File: src/rtl/lane_byte_filter.sv
module lane_byte_filter #(
  parameter int LANE_W = 2
) (
  input  logic              clk,
  input  logic              rst_n,
  input  logic              byte_evt,
  input  logic              session_end,
  input  logic [1:0]        width_sel,
  input  logic [LANE_W-1:0] lane_idx,
  output logic              wr_en,
  output logic              adv
);
  localparam int GW = LANE_W + 1;

  logic [GW-1:0]     gsize;
  logic [LANE_W-1:0] pos, last, eff_lane;
  logic              at_last;

  always_comb begin
    case (width_sel)
      2'b00:   gsize = GW'(1);
      2'b01:   gsize = GW'(2);
      default: gsize = GW'(4);
    endcase
  end

  assign last     = LANE_W'(gsize - GW'(1));
  assign eff_lane = ({1'b0, lane_idx} < gsize) ? lane_idx : '0;
  assign at_last  = pos >= last;
  assign wr_en    = byte_evt && (pos == eff_lane);
  assign adv      = byte_evt && at_last;

  always_ff @(posedge clk or negedge rst_n) begin
    if (!rst_n)            pos <= '0;
    else if (session_end)  pos <= '0;
    else if (byte_evt)     pos <= at_last ? '0 : pos + LANE_W'(1);
  end


  wr_needs_evt_chk: assert property (@(posedge clk) disable iff (!rst_n) wr_en |-> byte_evt);

  adv_needs_evt_chk: assert property (@(posedge clk) disable iff (!rst_n) adv |-> byte_evt);

  end_clears_pos_chk: assert property (@(posedge clk) disable iff (!rst_n) session_end |=> pos == '0);

  group_wrap_chk: assert property (@(posedge clk) disable iff (!rst_n) adv |=> pos == '0);

  narrow_takes_all_chk: assert property (@(posedge clk) disable iff (!rst_n)
    (byte_evt && width_sel == 2'b00) |-> (wr_en && adv));
endmodule

File: config.mk
export PLATFORM = sky130hd
export DESIGN_NAME = lane_byte_filter
export DESIGN_NICKNAME = d
export VERILOG_FILES = /design/src/rtl/lane_byte_filter.sv
export SDC_FILE = /design/constraint.sdc
export NUM_CORES = 1
export LEC_CHECK = 0
export BUFFER_PORTS_ARGS = -buffer_cell sky130_fd_sc_hd__buf_2
export CORE_AREA = 4 4 41 43
export DETAILED_ROUTE_END_ITERATION = 7
export DIE_AREA = 0 0 45 47
export PLACE_DENSITY = 0.35
export SYNTH_ARGS = -nofsm -noshare
export SYNTH_HDL_FRONTEND = slang
export SYNTH_SLANG_ARGS = --single-unit
File: constraint.sdc
create_clock -name clk -period 1.5 [get_ports clk]
set_input_delay 0.075 -clock clk [delete_from_list [all_inputs] [get_ports clk]]
set_output_delay 0.075 -clock clk [all_outputs]
set_load 0.02 [all_outputs]
== Word-level counts from Yosys, hierarchy flattened ==
Index checks and enable logic that the tools add are counted.

* Add/sub/neg operators: 2
* Magnitude comparators: 2
* Eq/ne operators: 2
* Mux-type cells: 5
* Reduce and logical (&&, ||, !) cells: 4

{| class="wikitable"
|+ Operator list
! kind !! number
|-
| $mux 2 || 4
|-
| $pmux 3 s2 || 1
|-
| $lt 2x3->1 || 1
|-
| $add 2x1->2 const B || 1
|-
| $eq 2x1->1 const B || 1
|-
| $eq 2x2->1 || 1
|-
| $ge 2x2->1 || 1
|-
| $logic_and 1x1->1 || 2
|-
| $logic_not 2->1 || 1
|-
| $reduce_bool 2->1 || 1
|-
| $sub 2x1->2 const B || 1
|}

* Register bits: 2
* Bits of input ports: 8
* Output and inout bits: 2
* Word-level logic and storage cells: 16

== Longest topological paths before layout ==
Gate-level depths: netlist (run 1).

* Depth in word-level cells: 7
* Gate-level depth with buffers: 5
* Depth with buffers taken out: 5

== Worst setup path before layout (run 1) ==
OpenSTA, ideal clock, no wires.

* Path kind: register to register
* Start: register pos[0]
* End: register pos[0]
* Library setup time: 0.094 ns
* Arrival: 1.231 ns
* Data required time: 1.406 ns
* Path slack: 0.175 ns
* Stages on the path, launching flop included: 6
* Buffers on the path: 0
* Clock period less this slack: 1.325 ns
* Cell sequence: dfrtp_1 inv_1 ha_1 nand2b_1 a21o_1 a211oi_1

* Longest elaborated chain between the ends: 4

{| class="wikitable"
|+ RTL lines
! item !! RTL line !! text
|-
| start: declaration || 16 || <nowiki>logic [LANE_W-1:0] pos, last, eff_lane;</nowiki>
|-
| start signal: assignment || 36 || <nowiki>else if (byte_evt) pos <= at_last ? '0 : pos + LANE_W'(1);</nowiki>
|-
| $add 2x1->2 or $ge 2x2->1 (tied branches) || 36, 29 ||
|-
| $mux 2 (*) (2 in series) || 36 ||
|-
| $mux 2 (*) || 35 || <nowiki>else if (session_end) pos <= '0;</nowiki>
|}

Mark *: on every way between the ends. The rest lies on a longest branch, timed or not. The select of a mux whose other input is x is not followed.
A chain may end at the register's enable or synchronous reset.

== Worst setup path after layout (run 1) ==
* Start: input port width_sel[0]
* End: output port adv

* Longest elaborated chain between the ends: 5

{| class="wikitable"
|+ RTL lines
! item !! RTL line !! text
|-
| start: declaration || 8 || <nowiki>input logic [1:0] width_sel,</nowiki>
|-
| $eq 2x1->1 or $logic_not 2->1 (tied branches) || 20 || <nowiki>case (width_sel)</nowiki>
|-
| $pmux 3 s2 (*) || 20 ||
|-
| $sub 2x1->2 (*) || 27 || <nowiki>assign last = LANE_W'(gsize - GW'(1));</nowiki>
|-
| $ge 2x2->1 (*) || 29 || <nowiki>assign at_last = pos >= last;</nowiki>
|-
| $logic_and 1x1->1 (*) || 31 || <nowiki>assign adv = byte_evt && at_last;</nowiki>
|-
| end: declaration || 11 || <nowiki>output logic adv</nowiki>
|}

Mark *: on every way between the ends. The rest lies on a longest branch, timed or not.

==> flow_metrics.env, run 1 <==
export IMPL_peakVddDrop_mv=0.339
export IMPL_dp_hpwl_um=473
export IMPL_cts_root_buf="clkbuf_4"
export IMPL_clock_sinks=2
export IMPL_slew_headroom_pct=77.4
export IMPL_synth_xor_xnor_area_share_pct=10.7
export IMPL_vias=259
export IMPL_io_pins=10
export IMPL_crit_required_ns=1.42
export IMPL_hold_class="in2reg"
export IMPL_grt_pass1_wl_um=986
export IMPL_finalWirelength_um=574
export IMPL_criticalPathCategory="in2out"
export IMPL_fp_dieH_um=47
export IMPL_drc=0
export IMPL_syn_nets=40
export IMPL_cp_max_fo=2
export IMPL_timing_final_max_slew_violations=0
export IMPL_violations="negative setup slack"
export IMPL_top_regs="pos (2)"
export IMPL_die_w_um=45
export IMPL_synthSimpleGateAreaFrac_pct=23.9
export IMPL_grt_pass1_vias=256
export IMPL_finish_instance_area_sq_um=387
export IMPL_htree_levels=1
export IMPL_min_delay_start="session_end"
export IMPL_cts_max_path_buffers=2
export IMPL_cp_arrival_ns=1.44
export IMPL_power_density_nw_per_um2=830
export IMPL_clock_latency_ns=0.22
export IMPL_endpoint="adv"
export IMPL_rrSetupSlack_ns=0.12
export IMPL_grt_max_degree=8
export IMPL_hold_ws_ns=0.0456
export IMPL_clock_fmax_ghz=0.662
export IMPL_ys_warn_count=0
export IMPL_setup_viol=1
export IMPL_dr_pass1_iters=4
export IMPL_worst_setup_path_start_kind="primary input"
export IMPL_rsz0062_at_grt="yes"
export IMPL_period_share_pct=101
export IMPL_start_util_pct=18.9
export IMPL_regToRegEndpoint="pos[0]$_DFFE_PN0P_"
export IMPL_grt_usage_pct=6.40
export IMPL_clk_pin_slew_worst_paths_ns=0.03
export IMPL_die_area_sq_um=2120
export IMPL_mostFrequentLayoutCells="8 x buf_2, 4 x ha_1, 3 x clkbuf_4, 3 x buf_4"
export IMPL_finalCriticalPeriod_ns=1.51
export IMPL_syn_inst=28
export IMPL_finalPower_w=0.000321
export IMPL_synth_mux_area_share_pct=0
export IMPL_drive_gt1_share_pct=46.5
export IMPL_row_count=13
export IMPL_portBuffers=9
export IMPL_clock_skew_ns=0.000506
export IMPL_worstReg2RegStart="pos[0]$_DFFE_PN0P_"
export IMPL_rr_worst_depth=6
export IMPL_outcome="finished, violations left"
export IMPL_drt_iter0_drc=4
export IMPL_core_sq_um=1300
export IMPL_largest_reg_flops=2
export IMPL_cts_tree="done"
export IMPL_cts_buffers=3
export IMPL_leakage_nw=0.184
export IMPL_synth_compound_area_share_pct=21.3
export IMPL_cp_startpoint="width_sel[0]"
export IMPL_antenna_found_initial=0
export IMPL_wl_per_cell_um=9.90
export IMPL_area_growth_pct=56.9
export IMPL_final_hold_viol_count=0
export IMPL_antennaDiodeCount=0
export IMPL_ys_seq_area_share_pct=20.3
export IMPL_regMostFlops="pos"
export IMPL_finalWorstSetupSlack_ns=-0.0104
export IMPL_synth_adder_area_share_pct=20.3
export IMPL_drv_cap=0
export IMPL_fin_setup_tns_ns=-0.0104
export IMPL_ant_nets=0
export IMPL_place_gp_congestion=0.651
export IMPL_layout_commonest_cell="buf_2"
export IMPL_routed_via_density=4.47
export IMPL_cp_end_kind="primary output"
export IMPL_syn_cell_area_sq_um=246
export IMPL_syn_area_per_cell_sq_um=8.80
export IMPL_ys_ff_latch=2
export IMPL_grt_overflow_total=0
export IMPL_filler_cell_count=157
export IMPL_synth_top_family_by_area="simple AND/OR/NAND/NOR gates"
export IMPL_worst_pin_slew_ns=0.336
export IMPL_place_area_sq_um=320
export IMPL_yosysUniqueCellTypes=19
export IMPL_final_net_count=57
==> layer usage <==
layer | vias to the layer above | share of wire, % | global-route usage, %
met5 | - | 0 | 0
met4 | 0 | 0 | 3.51
met3 | 0 | 9.2 | 3.07
met2 | 7 | 46 | 9.04
met1 | 116 | 44 | 7.95
li1 | 136 | - | -
==> layout make-up <==
class | instances | area [sq um] | area share, %
inverters | 1 | 3.75 | 0.971
flip-flops and latches | 2 | 50.0 | 12.9
repair buffers | 13 | 83.8 | 21.7
multi-input cells | 24 | 208 | 53.7
clock buffers | 3 | 22.5 | 5.83
well taps | 15 | 18.8 | 4.85
==> power by group <==
part	switching (W)	leakage [nW]	internal [W]	total, W
combinational	0.0000640	0.144	0.0000774	0.000141
clock	0.0000256	0.0138	0.0000878	0.000113
sequential	0.00000567	0.0267	0.0000603	0.0000660
total	0.0000953	0.184	0.000226	0.000321
==> kinds of logic (layout without fill, tap and decap cells) <==
kind of cell / after synthesis / in the layout
xor+xnor: 3 / 3
fa+ha+maj: 4 / 4
compound gates: 7 / 7
simple gates: 10 / 10
flops: 2 / 2
buf+inv: 2 / 17
==> worst min-delay path by stage <==
| stage | end | slack [ns] | cells past startpoint |
|---|---|---|---|
| finish | pos[1]$_DFFE_PN0P_ | 0.05 | 2 |
| global route | pos[1]$_DFFE_PN0P_ | 0.05 | 2 |
| CTS | pos[1]$_DFFE_PN0P_ | 0.03 | 2 |
| detailed placement | pos[0]$_DFFE_PN0P_ | -0.14 | 1 |
| global placement | pos[1]$_DFFE_PN0P_ | -0.14 | 1 |
| floorplan | pos[0]$_DFFE_PN0P_ | -0.22 | 0 |
==> stage by stage <==
step / utilization, % / setup slack, ns / instances
after global routing: 29.7 / -0.0790 / 58
after floorplan: - / 0.175 / 28
final: 29.7 / -0.0104 / 58
after CTS: 28.9 / -0.0224 / 58
after detailed placement: 24.6 / -0.0450 / 53
after global placement: 24.6 / -0.0268 / 53
==> repair_timing <==
item                                    4_1_cts  5_1_grt
endpoints found under the hold margin         2        0
gates resized for setup                       4        2
pin swaps                                     3        0
endpoints found under the setup margin        1        3
buffers inserted                              1        0
hold buffers                                  1        0
==> cells in the mapped netlist <==
master	instances	area, sq um
a31oi_1	1	6.26
o22ai_1	1	6.26
and2_1	1	6.26
xor2_1	1	8.76
o32a_1	1	10.0
or2_1	1	6.26
buf_2	1	5.00
nor2_1	2	7.51
ha_1	4	50.1
xnor2_1	2	17.5
o31ai_1	1	7.51
nor4_1	1	6.26
a21o_1	1	7.51
inv_1	1	3.75
nand2b_1	2	12.5
a211oi_1	2	15.0
nand2_1	2	7.51
dfrtp_1	2	50.1
and4bb_2	1	12.5
==> worst max-delay path, stage by stage <==
cell and delay, ns:
buf_2 0.10, or2_1 0.25, ha_1 0.28, ha_1 0.27, a21o_1 0.19, and2_4 0.15
buf_6 0.12
Note: power is estimated with default switching activity, not from simulation.
==> run 2, diff against run 1 <==
--- a/config.mk
+++ b/config.mk
@@ -6,10 +6,12 @@
 export NUM_CORES = 1
 export LEC_CHECK = 0
 export BUFFER_PORTS_ARGS = -buffer_cell sky130_fd_sc_hd__buf_2
+export CELL_PAD_IN_SITES_DETAIL_PLACEMENT = 1
+export CELL_PAD_IN_SITES_GLOBAL_PLACEMENT = 2
 export CORE_AREA = 4 4 41 43
 export DETAILED_ROUTE_END_ITERATION = 7
 export DIE_AREA = 0 0 45 47
-export PLACE_DENSITY = 0.35
+export PLACE_DENSITY = 0.55
 export SYNTH_ARGS = -nofsm -noshare
 export SYNTH_HDL_FRONTEND = slang
 export SYNTH_SLANG_ARGS = --single-unit
==> run 2 against run 1 <==
  * The run still ends with negative setup slack left
  * Critical path depth down 1
  * Clock skew up 0.00098 ns
  * Maximum frequency down 0.16%
  * Core utilization up 0.67 points
  * Flip-flop and latch count unchanged
  * Sequential share of layout area about the same
  * Routed wire length up 18%
  * Die area unchanged
  * Register-to-register slack better by 0.02 ns
  * Sequential power up 1%
  * Largest power group unchanged
  * Highest routed layer unchanged
==> flow_metrics.env, run 2 (same netlist as run 1, synthesis figures left out) <==
export IMPL_antenna_found_initial=0
export IMPL_finalWirelength_um=676
export IMPL_hold_class="in2reg"
export IMPL_grt_max_degree=8
export IMPL_grt_overflow_total=0
export IMPL_portBuffers=9
export IMPL_die_area_sq_um=2120
export IMPL_leakage_nw=0.187
export IMPL_grt_usage_pct=8.53
export IMPL_p_clk_share_pct=35.9
export IMPL_ant_nets=0
export IMPL_criticalPathCategory="reg2out"
export IMPL_period_share_pct=101
export IMPL_setup_viol=1
export IMPL_mostFrequentLayoutCells="8 x buf_2, 4 x ha_1, 4 x buf_4"
export IMPL_power_density_nw_per_um2=833
export IMPL_grt_pass1_wl_um=1250
export IMPL_antennaDiodeCount=0
export IMPL_violations="negative setup slack"
export IMPL_clock_skew_ns=0.00148
export IMPL_final_util_pct=30.4
export IMPL_final_hold_viol_count=0
export IMPL_timing_final_max_slew_violations=0
export IMPL_cts_root_buf="clkbuf_4"
export IMPL_dr_pass1_iters=1
export IMPL_hold_ws_ns=0.0263
export IMPL_finalPower_w=0.000329
export IMPL_p_int_w=0.000228
export IMPL_netSwitchingPower_w=0.000101
export IMPL_swShare_pct=30.7
export IMPL_slew_headroom_pct=76.7
export IMPL_cts_buffers=3
export IMPL_place_area_sq_um=328
export IMPL_cts_max_path_buffers=2
export IMPL_p_seq_share_pct=20.3
export IMPL_drt_iter0_drc=0
export IMPL_outcome="finished, violations left"
export IMPL_final_net_count=58
export IMPL_drive_gt1_share_pct=50.0
export IMPL_io_pins=10
export IMPL_worst_setup_path_start_kind="flop"
export IMPL_finalCriticalPeriod_ns=1.51
export IMPL_wl_per_cell_um=11.5
export IMPL_clock_latency_ns=0.22
export IMPL_fp_dieH_um=47
export IMPL_cts_tree="done"
export IMPL_grt_pass1_vias=316
export IMPL_start_util_pct=18.9
export IMPL_routed_via_density=4.75
export IMPL_drv_cap=0
export IMPL_worst_pin_slew_ns=0.346
export IMPL_pre_cts_ws_ns=-0.0463
export IMPL_finalWorstSetupSlack_ns=-0.0128
export IMPL_row_count=13
export IMPL_htree_levels=1
export IMPL_crit_required_ns=1.42
export IMPL_regMostFlops="pos"
export IMPL_core_sq_um=1300
export IMPL_area_growth_pct=60.4
export IMPL_drc=0
export IMPL_top_regs="pos (2)"
export IMPL_clk_pin_slew_worst_paths_ns=0.03
export IMPL_clock_fmax_ghz=0.661
export IMPL_clock_sinks=2
export IMPL_place_gp_congestion=0.670
export IMPL_cp_max_fo=2
export IMPL_die_w_um=45
export IMPL_rsz0062_at_grt="yes"
export IMPL_vias=280
export IMPL_cp_end_kind="primary output"
export IMPL_layout_commonest_cell="buf_2"
export IMPL_pwr_share_comb_pct=43.8
export IMPL_cp_arrival_ns=1.44
export IMPL_peakVddDrop_mv=0.265
export IMPL_finish_instance_area_sq_um=395
export IMPL_largest_reg_flops=2
run 2: changes by cell type in the layout (fill, tap and decap cells not counted), sizes merged:
cell  previous run  this run
buf             12        13
run 2: routing by layer:
metal	global-route usage (%)	vias to the layer above	share of wire [%]
met3	4.60	0	7.7
met2	15.5	7	59
met5	0	-	0
met1	7.27	134	34
li1	-	139	-
met4	5.26	0	0
run 2: power groups by stage:
stage / Clock (W) / Sequential [W] / Combinational, W
finish: 0.000118 / 0.0000669 / 0.000144
floorplan: 0 / 0.0000683 / 0.0000686
detailed placement: 0 / 0.0000673 / 0.000111
global route: 0.000138 / 0.0000678 / 0.000162
CTS: 0.000127 / 0.0000672 / 0.000140
global placement: 0 / 0.0000668 / 0.000106
run 2: final timing paths:
check,start,to,slack [ns],cells past startpoint
worst max-delay path,pos[0]$_DFFE_PN0P_,adv,-0.01,6
min in group asynchronous,rst_n,pos[1]$_DFFE_PN0P_,0.17,2
max in group asynchronous,rst_n,pos[1]$_DFFE_PN0P_,1.22,2
worst min-delay path,session_end,pos[1]$_DFFE_PN0P_,0.03,2
worst max register to register,pos[0]$_DFFE_PN0P_,pos[0]$_DFFE_PN0P_,0.14,6
worst min register to register,pos[1]$_DFFE_PN0P_,pos[1]$_DFFE_PN0P_,0.68,2
run 2: repair_timing:
item | 4_1_cts | 5_1_grt
hold endpoints to repair | 2 | 0
endpoints found under the setup margin | 1 | 3
hold buffers | 1 | 0
gates resized for setup | 5 | 2
pin swaps | 2 | 0
cloned | 0 | 0
buffers inserted | 1 | 0
run 2: stage by stage:
stage | instances | TNS, ns
2_1_floorplan | 28 | 0
3_3_place_gp | 54 | -0.0186
3_5_place_dp | 54 | -0.0463
4_1_cts | 59 | -0.0326
5_1_grt | 59 | -0.0945
6_report | 59 | -0.0128
run 2: layout make-up:
| class | count | area, sq um |
|---|---|---|
| fillers | 162 | 906 |
| multi-input cells | 24 | 208 |
| repair buffers | 14 | 91.3 |
| flip-flops and latches | 2 | 51.3 |
| clock buffers | 3 | 22.5 |
| well taps | 15 | 18.8 |
| inverters | 1 | 3.75 |
run 2: critical path: stages, from the launching register on:
cell	delay, ns
dfrtp_1	0.34
inv_1	0.05
ha_1	0.26
nand2b_4	0.13
a21o_1	0.16
and2_4	0.15
buf_6	0.12
==> run 3, diff against run 2 <==
==> config.mk (replaced) <==
export PLATFORM = sky130hd
export DESIGN_NAME = lane_byte_filter
export DESIGN_NICKNAME = d
export VERILOG_FILES = /design/src/rtl/lane_byte_filter.sv
export SDC_FILE = /design/constraint.sdc
export NUM_CORES = 1
export LEC_CHECK = 0
export ABC_AREA = 1
export BUFFER_PORTS_ARGS = -buffer_cell sky130_fd_sc_hd__buf_2
export CELL_PAD_IN_SITES_DETAIL_PLACEMENT = 1
export CELL_PAD_IN_SITES_GLOBAL_PLACEMENT = 2
export CORE_MARGIN = 4
export CORE_UTILIZATION = 20
export DETAILED_ROUTE_END_ITERATION = 7
export PLACE_DENSITY = 0.65
export SYNTH_ARGS = -nofsm -noshare
export SYNTH_HDL_FRONTEND = slang
export SYNTH_SLANG_ARGS = --single-unit
==> constraint.sdc (replaced) <==
create_clock -name clk -period 1.4 [get_ports clk]
set_input_delay 0.07 -clock clk [delete_from_list [all_inputs] [get_ports clk]]
set_output_delay 0.07 -clock clk [all_outputs]
set_load 0.02 [all_outputs]
==> run 3 against run 2 <==
  * The run still ends with negative setup slack left
  * Total power rose by 43%
  * Sequential share of layout area fell by 2.8 points
  * Critical path depth rose by 3
  * Critical endpoint unchanged
==> flow_metrics.env, run 3 <==
export IMPL_routed_via_density=4.53
export IMPL_finalCriticalPeriod_ns=1.45
export IMPL_place_gp_congestion=0.668
export IMPL_syn_inst=43
export IMPL_grt_overflow_total=0
export IMPL_dr_pass1_iters=2
export IMPL_timing_final_max_slew_violations=0
export IMPL_drc=0
export IMPL_ant_nets=0
export IMPL_rsz0062_at_grt="yes"
export IMPL_finalPower_w=0.000470
export IMPL_finalWirelength_um=827
export IMPL_cts_tree="done"
export IMPL_violations="negative setup slack"
export IMPL_async_flop_share_pct=100
export IMPL_antenna_found_initial=0
export IMPL_cts_root_buf="clkbuf_4"
export IMPL_rrSetupSlack_ns=0.10
export IMPL_clock_fmax_ghz=0.690
export IMPL_crit_required_ns=1.33
export IMPL_io_pins=10
export IMPL_ys_seq_area_share_pct=19.2
export IMPL_slew_headroom_pct=86.3
export IMPL_start_util_pct=22.2
export IMPL_cp_end_kind="primary output"
export IMPL_grt_max_degree=5
export IMPL_ys_ff_latch=2
export IMPL_top_regs="pos (2)"
export IMPL_drt_iter0_drc=2
export IMPL_period_share_pct=103
export IMPL_cp_arrival_ns=1.38
export IMPL_drv_cap=0
export IMPL_synth_common_cells="11 x inv_1, 10 x nand2_1, 4 x ha_1, 4 x nand3_1"
export IMPL_leakage_nw=0.261
export IMPL_synth_most_common_cell="inv_1"
export IMPL_largest_reg_flops=2
export IMPL_htree_levels=1
export IMPL_clock_skew_ns=0.00170
export IMPL_criticalPathCategory="reg2out"
export IMPL_place_area_sq_um=360
export IMPL_outcome="finished, violations left"
export IMPL_cp_max_fo=2
export IMPL_cts_max_path_buffers=2
export IMPL_finalWorstSetupSlack_ns=-0.0483
export IMPL_final_hold_viol_count=0
export IMPL_drive_gt1_share_pct=54.8
export IMPL_syn_area_per_cell_sq_um=6.05
export IMPL_grt_pass1_vias=357
export IMPL_core_sq_um=1170
export IMPL_syn_nets=55
export IMPL_grt_usage_pct=9.61
export IMPL_syn_cell_area_sq_um=260
export IMPL_wl_per_cell_um=10.9
export IMPL_setup_viol=1
export IMPL_clk_pin_slew_worst_paths_ns=0.03
export IMPL_dp_hpwl_um=653
export IMPL_row_count=12
export IMPL_die_area_sq_um=1940
export IMPL_mostFrequentLayoutCells="8 x nand2_1, 7 x buf_4, 6 x inv_1"
export IMPL_ys_warn_count=0
export IMPL_clock_sinks=2
export IMPL_regMostFlops="pos"
export IMPL_die_w_um=44.1
export IMPL_area_growth_pct=88.5
export IMPL_peakVddDrop_mv=0.490
export IMPL_synth_main_ff_cell="dfrtp_1"
export IMPL_synth_top_area_share_pct=19.2
export IMPL_yosysUniqueCellTypes=11
export IMPL_grt_pass1_wl_um=1390
export IMPL_synth_area_leader_cell="dfrtp_1"
export IMPL_finish_instance_area_sq_um=490
export IMPL_yosys_top_cells_area="dfrtp_1 19%, ha_1 19%, inv_1 16%, nand2_1 14%, nand3_1 7.7%"
export IMPL_final_net_count=76
export IMPL_portBuffers=9
export IMPL_cts_buffers=3
export IMPL_synth_edf_count=0
export IMPL_worst_setup_path_start_kind="flop"
export IMPL_fp_dieH_um=44.1
export IMPL_power_density_nw_per_um2=959
export IMPL_clock_latency_ns=0.22
export IMPL_hold_class="in2reg"
export IMPL_layout_commonest_cell="nand2_1"
export IMPL_seqCellArea_sq_um=50.0
export IMPL_worst_pin_slew_ns=0.205
export IMPL_antennaDiodeCount=0
export IMPL_multi_input_area_sq_um=229
export IMPL_filler_cell_count=153
export IMPL_vias=344
[run 3: cell types whose count changed in the layout (fill, tap and decap cells not counted), sizes merged, moves of 2 or more]
cell	change
a211oi	-2
buf	+2
nor2	+2
nand4	+2
o21ai	+3
nand2b	-2
nand2	+9
nand3	+4
inv	+9
xnor2	-2
a21oi	+2
[run 3: cell type report]
class,count,share of cell area [%]
clock buffer,3,4.59
inverter,11,9.44
multi-input combinational,30,46.7
sequential,2,10.2
tap,14,3.57
timing repair buffer,16,25.5
[run 3: routing by layer]
layer,track usage (%),wire (um),vias to the layer above
met3,1.63,45,0
met1,10.6,322,163
met5,0,0,-
met2,17.2,460,7
li1,-,-,174
met4,5.42,0,0
[run 3: stage by stage]
| step | setup slack [ns] | hold slack [ns] | util [%] | TNS, ns | instances |
|---|---|---|---|---|---|
| CTS | -0.0476 | 0.0952 | 37.2 | -0.0649 | 77 |
| floorplan | 0.157 | -0.226 | - | 0 | 43 |
| detailed placement | -0.141 | -0.140 | 30.8 | -0.365 | 71 |
| global placement | -0.0825 | -0.145 | 30.8 | -0.172 | 71 |
| global route | -0.143 | 0.119 | 41.9 | -0.190 | 76 |
| finish | -0.0483 | 0.0931 | 41.9 | -0.0483 | 76 |
[run 3: path summary, 6_finish.rpt]
kind                       cells after the start                from                 end
min in group asynchronous                      2               rst_n  pos[0]$_DFFE_PN0P_
min reg2reg                                    3  pos[0]$_DFFE_PN0P_  pos[0]$_DFFE_PN0P_
max reg2reg                                    8  pos[0]$_DFFE_PN0P_  pos[1]$_DFFE_PN0P_
max                                            9  pos[0]$_DFFE_PN0P_                 adv
max in group asynchronous                      2               rst_n  pos[1]$_DFFE_PN0P_
min                                            2            byte_evt  pos[1]$_DFFE_PN0P_
[run 3: cells by family (layout without fill, tap and decap cells)]
logic type	Yosys count	in the layout	share of synthesized area [%]
AND/OR/NAND/NOR	21	21	36.1
flip-flops	2	2	19.2
buffers and inverters	11	30	15.9
adder cells (fa/ha/maj)	4	4	19.2
AO/OA/AOI/OAI	5	5	9.61
[run 3: what timing repair did]
| item | 4_1_cts | 5_1_grt |
|---|---|---|
| hold buffers | 1 | 0 |
| setup endpoints to repair | 2 | 4 |
| endpoints found under the hold margin | 2 | 0 |
| resized for setup | 8 | 19 |
| buffers inserted | 2 | 0 |
| pin swaps | 3 | 9 |
[run 3: worst max-delay path, stage by stage, from the launching register on]
cell,delay [ns]
dfrtp_1,0.38
inv_2,0.09
ha_4,0.19
inv_2,0.04
nand2_2,0.04
a21oi_2,0.13
inv_1,0.06
nand2_1,0.07
inv_2,0.04
buf_6,0.12
[run 3: power breakdown]
group,switching [W],internal (W),total (W)
sequential,0.00000902,0.0000699,0.0000789
clock,0.0000288,0.0000942,0.000123
combinational,0.000137,0.000132,0.000269
